<file path="config.mk">
export PLATFORM = sky130hd
export DESIGN_NAME = rrm_sched
export DESIGN_NICKNAME = d
export VERILOG_FILES = /design/src/rtl/rrm_pkg.sv /design/src/rtl/rrm_rrarb.sv /design/src/rtl/rrm_ctrl.sv /design/src/rtl/rrm_datapath.sv /design/src/rtl/rrm_sched.sv
export SDC_FILE = /design/constraint.sdc
export NUM_CORES = 1
export LEC_CHECK = 0
export ABC_AREA = 1
export ABC_CLOCK_PERIOD_IN_PS = 5800
export BUFFER_PORTS_ARGS = -buffer_cell sky130_fd_sc_hd__buf_2
export CAP_MARGIN = 20
export CORE_AREA = 2 2 116 106
export DETAILED_ROUTE_END_ITERATION = 12
export DIE_AREA = 0 0 118 108
export MAX_ROUTING_LAYER = met4
export PLACE_DENSITY = 0.56
export SYNTH_ARGS = -nofsm -noshare
export SYNTH_HDL_FRONTEND = slang
export SYNTH_SLANG_ARGS = --single-unit
</file>
<file path="constraint.sdc">
create_clock -name clk -period 5.8 [get_ports clk]
set_input_delay 1.45 -clock clk [delete_from_list [all_inputs] [get_ports clk]]
set_output_delay 1.45 -clock clk [all_outputs]
set_load 0.01 [all_outputs]
</file>
<file path="src/rtl/rrm_pkg.sv">
package rrm_pkg;
  typedef struct packed {
    logic load;     // capture matrix, clear match state
    logic iterate;  // perform one request/grant/accept round
    logic last;     // current round is the final one
  } rrmStrobe_t;
endpackage

</file>
<file path="src/rtl/rrm_rrarb.sv">
module rrm_rrarb #(
  parameter int N  = 4,
  parameter int PW = 2
) (
  input  logic [N-1:0]  reqVec,
  input  logic [PW-1:0] ptr,
  output logic          hit,
  output logic [PW-1:0] idx,
  output logic [PW-1:0] nextPtr
);
  always_comb begin
    hit = 1'b0;
    idx = '0;
    for (int k = 0; k < N; k++) begin
      if (!hit && reqVec[(int'(ptr) + k) % N]) begin
        hit = 1'b1;
        idx = PW'((int'(ptr) + k) % N);
      end
    end
    nextPtr = (int'(idx) == N - 1) ? '0 : idx + PW'(1);
  end
endmodule

</file>
<file path="src/rtl/rrm_ctrl.sv">
module rrm_ctrl
  import rrm_pkg::*;
#(
  parameter int ITER = 2
) (
  input  logic       clk,
  input  logic       rstN,
  input  logic       start,
  output rrmStrobe_t strobe,
  output logic       busy,
  output logic       done
);
  localparam int CW = (ITER > 1) ? $clog2(ITER) : 1;

  logic [CW-1:0] iterCnt;

  always_comb begin
    strobe.load    = start & ~busy;
    strobe.iterate = busy;
    strobe.last    = busy && (iterCnt == CW'(ITER - 1));
  end

  always_ff @(posedge clk) begin
    if (!rstN) begin
      busy    <= 1'b0;
      iterCnt <= '0;
      done    <= 1'b0;
    end else begin
      done <= strobe.last;
      if (strobe.load) begin
        busy    <= 1'b1;
        iterCnt <= '0;
      end else if (strobe.last) begin
        busy <= 1'b0;
      end else if (strobe.iterate) begin
        iterCnt <= iterCnt + CW'(1);
      end
    end
  end
endmodule

</file>
<file path="src/rtl/rrm_datapath.sv">
module rrm_datapath
  import rrm_pkg::*;
#(
  parameter int N  = 4,
  parameter int PW = 2
) (
  input  logic            clk,
  input  logic            rstN,
  input  rrmStrobe_t      strobe,
  input  logic [N*N-1:0]  reqIn,
  output logic [N*N-1:0]  reqHeld,
  output logic [N-1:0]    inMatched,
  output logic [N*PW-1:0] matchOut
);
  logic [N-1:0]  outMatched;
  logic [PW-1:0] gPtr [N];
  logic [PW-1:0] aPtr [N];

  logic [N-1:0]  colReq [N];   // per output: live requests by input
  logic [N-1:0]  rowGnt [N];   // per input: grants by output
  logic          gHit   [N];
  logic [PW-1:0] gIdx   [N];
  logic [PW-1:0] gNext  [N];
  logic          aHit   [N];
  logic [PW-1:0] aIdx   [N];
  logic [PW-1:0] aNext  [N];

  always_comb begin
    for (int j = 0; j < N; j++)
      for (int i = 0; i < N; i++)
        colReq[j][i] = reqHeld[i*N + j] & ~inMatched[i] & ~outMatched[j];
    for (int i = 0; i < N; i++)
      for (int j = 0; j < N; j++)
        rowGnt[i][j] = gHit[j] && (int'(gIdx[j]) == i);
  end

  for (genvar j = 0; j < N; j++) begin : g_grant
    rrm_rrarb #(.N(N), .PW(PW)) u_garb (
      .reqVec(colReq[j]), .ptr(gPtr[j]),
      .hit(gHit[j]), .idx(gIdx[j]), .nextPtr(gNext[j])
    );
  end

  for (genvar i = 0; i < N; i++) begin : g_accept
    rrm_rrarb #(.N(N), .PW(PW)) u_aarb (
      .reqVec(rowGnt[i]), .ptr(aPtr[i]),
      .hit(aHit[i]), .idx(aIdx[i]), .nextPtr(aNext[i])
    );
  end

  always_ff @(posedge clk) begin
    if (!rstN) begin
      reqHeld    <= '0;
      inMatched  <= '0;
      outMatched <= '0;
      matchOut   <= '0;
      for (int k = 0; k < N; k++) begin
        gPtr[k] <= '0;
        aPtr[k] <= '0;
      end
    end else if (strobe.load) begin
      reqHeld    <= reqIn;
      inMatched  <= '0;
      outMatched <= '0;
      matchOut   <= '0;
    end else if (strobe.iterate) begin
      for (int j = 0; j < N; j++)
        if (gHit[j]) gPtr[j] <= gNext[j];
      for (int i = 0; i < N; i++)
        if (aHit[i]) begin
          aPtr[i]              <= aNext[i];
          inMatched[i]         <= 1'b1;
          outMatched[aIdx[i]]  <= 1'b1;
          matchOut[i*PW +: PW] <= aIdx[i];
        end
    end
  end
endmodule

</file>
<file path="src/rtl/rrm_sched.sv">
module rrm_sched
  import rrm_pkg::*;
#(
  parameter int N    = 4,
  parameter int ITER = (N > 1) ? $clog2(N) : 1,
  localparam int PW  = (N > 1) ? $clog2(N) : 1
) (
  input  logic            clk,
  input  logic            rstN,
  input  logic            start,
  input  logic [N*N-1:0]  reqMatrix,
  output logic            done,
  output logic [N-1:0]    matchValid,
  output logic [N*PW-1:0] matchOut
);
  rrmStrobe_t     strobe;
  logic           busy;
  logic [N*N-1:0] reqHeld;

  rrm_ctrl #(.ITER(ITER)) u_ctrl (
    .clk(clk), .rstN(rstN), .start(start),
    .strobe(strobe), .busy(busy), .done(done)
  );

  rrm_datapath #(.N(N), .PW(PW)) u_dp (
    .clk(clk), .rstN(rstN), .strobe(strobe), .reqIn(reqMatrix),
    .reqHeld(reqHeld), .inMatched(matchValid), .matchOut(matchOut)
  );
endmodule

</file>
==> out/results.ini <==
[critical_path]
crit_top_cell=nand2_1
ff2ff_path_depth=25
crit_buf_inv=4
reg2reg_slack_ns=1.81
crit_path_end_kind=flop
critPathArrivalTime_ns=4.17
startpoint_type=flop
critPathKind=flop to flop
slowest_stage=edfxtp_1
cp_num_cells=25
crit_fanout=9
max_stage_delay_ns=0.54
cp.required_ns=5.98
crit_family=simple AND/OR/NAND/NOR gates

[cts]
htree_levels=2
cts_tree=done
path_clk_slew_ns=0.07
cts-resized-gates=0
cts_hold_buf=0
clkLatencyLatePin_ns=0.29
postCtsSetupBuffers=0
clockBufferDepth=2
cts_buffers=5
cts.sinks=51
cts-root-buf=clkbuf_16

[timing]
timing.final.hold_violations=0
fin_crit_ns=3.987
finalClockSkew_ns=0.008480
fmax_ghz=0.2508
setup_viol_count_final=0
worst_slack_ns=1.813
timing.final.crit_share_pct=68.75
finalSetupTns_ns=0
rsz0062_at_grt=no
final_max_slew_viol_count=0
relSlewSlack_pct=30.95
tightest_slew_ns=1.032

[floorplan]
ios=32
dieArea_um2=12740
start_util_pct=39.64
core_um2=11430
die_y_um=108
rows=37
fp.dieW_um=118

[placed_design]
routabilityCongestion=0.8720
dp_cells=838
portBuffers=31
pre_cts_slack_ns=1.881
place_area_um2=4763
hpwlAfterDp_um=9808

[synthesis]
synthTopCellsByCount=nand2_1, nand3_1, nor2_1, inv_1, dfxtp_1
syn_avg_cell_area_um2=6.746
synth.net_count=723
yosys.cell_types.count=37
yosysTopAreaCellShare_pct=15.46
ys_seq_area_share_pct=26.06
ys_ff_latch=51
yosysWarningCount=0
syn_area_um2=4533
ys.flop_type=dfxtp_1
synth.most_common_cell=nand2_1
yosys.area.top_type=dfxtp_1
syn_inst=672
synth-async-reset-ratio_pct=0
netlist_top_cells_area=dfxtp_1, nand3_1, edfxtp_1
synth_edf_count=16

[route]
drt-total-wl_um=12040
top_layer_used=met4
drc_errors=0
wl_per_cell_um=14.23
viasPerCell=5.239
firstDrtPassIters=5
wl_met1_um=5817
vias=4432
wl_met3_um=393
wl_met2_um=5579
ant_nets=0
drt_iter0_drc=315

[global_route]
grt_usage_pct=20.22
grt-ovfl-total=0
antenna_found_initial=0
grt_pass1_wl_um=20250
grt_max_degree=26
grt_pass1_vias=4210

[finish]
n_fill_cell=1239
drive_gt1_share_pct=12.46
synthToLayoutAreaGrowth_pct=8.280
nets=740
stdcell_area_um2=4908
fin_util_pct=42.93
diodes=0
instances_no_fill=846

[run]
cap_violations=0

[power]
p_leak_nw=2.392
p_per_area_nw_per_um2=653.8
max-vdd-ir-drop_uv=239.4

[hold_path]
hp-class=flop to flop
min_delay_path_depth=2

[outcome]
status=finished clean

-- registers in the layout, summed over array words and instances, names as in the netlist --
name / cells
u_dp.reqHeld: 16
u_dp.aPtr: 8
u_dp.gPtr: 8
u_dp.matchOut: 8
u_dp.inMatched: 4
u_dp.outMatched: 4
u_ctrl.busy: 1
u_ctrl.done: 1
u_ctrl.iterCnt: 1
-- path summary, 6_finish.rpt --
kind	start	endpoint
max	u_dp.gPtr[0][0]	u_dp.outMatched[0]
max reg2reg	u_dp.gPtr[0][0]	u_dp.outMatched[0]
min	u_dp.reqHeld[12]	u_dp.reqHeld[12]
min reg2reg	u_dp.reqHeld[12]	u_dp.reqHeld[12]
-- metrics by stage --
| step | total power [mW] | hold slack [ns] |
|---|---|---|
| after floorplan | 2.394 | 0.4297 |
| after global routing | 3.579 | 0.5053 |
| after detailed placement | 2.899 | 0.4613 |
| after global placement | 2.846 | 0.4550 |
| final | 3.209 | 0.4684 |
| after CTS | 3.212 | 0.4712 |
-- cells by family after synthesis --
kind of cell	Yosys count	synth area share (%)
AO/OA/AOI/OAI	76	9.826
XOR/XNOR	12	2.981
adder cells (fa/ha/maj)	32	8.832
buffers and inverters	105	9.605
flip-flops	51	26.06
AND/OR/NAND/NOR	396	42.70
-- cells in the final DEF, fill, tap and decap left out, drive strengths merged, types with 6 or more instances in the layout --
master / instances
ha: 32
inv: 85
nand4: 41
nand3: 126
o21ai: 43
a21oi: 22
buf: 31
clkbuf: 6
nand2: 143
dfxtp: 35
nor2: 82
xor2: 7
edfxtp: 16
-- power by group --
group / switching [mW] / internal [mW]
clock network: 0.135 / 0.162
logic: 1.57 / 0.788
registers: 0.102 / 0.450
total: 1.81 / 1.40
-- routing by layer --
metal  track usage (%)  up-vias
li1                  -     2289
met1             25.67     2041
met2             34.55       85
met3             2.110       17
met4             5.594        0
met5                 -        -
-- cell type report --
cell class              instances  area, um^2  area share [%]
multi-input cells             516        2917           59.42
flip-flops and latches         51        1181           24.06
inverters                      84       315.3           6.424
well taps                     156       195.2           3.977
repair buffers                 31       155.1           3.161
clock buffers                   6       128.9           2.626
clock inverters                 2       16.27          0.3314
-- tightest hold or removal path, cell delays in order, from the launching register on --
cell     delay [ns]
dfxtp_1        0.30
inv_1          0.06
a21oi_1        0.06
Note: power is estimated with default switching activity, not from simulation.
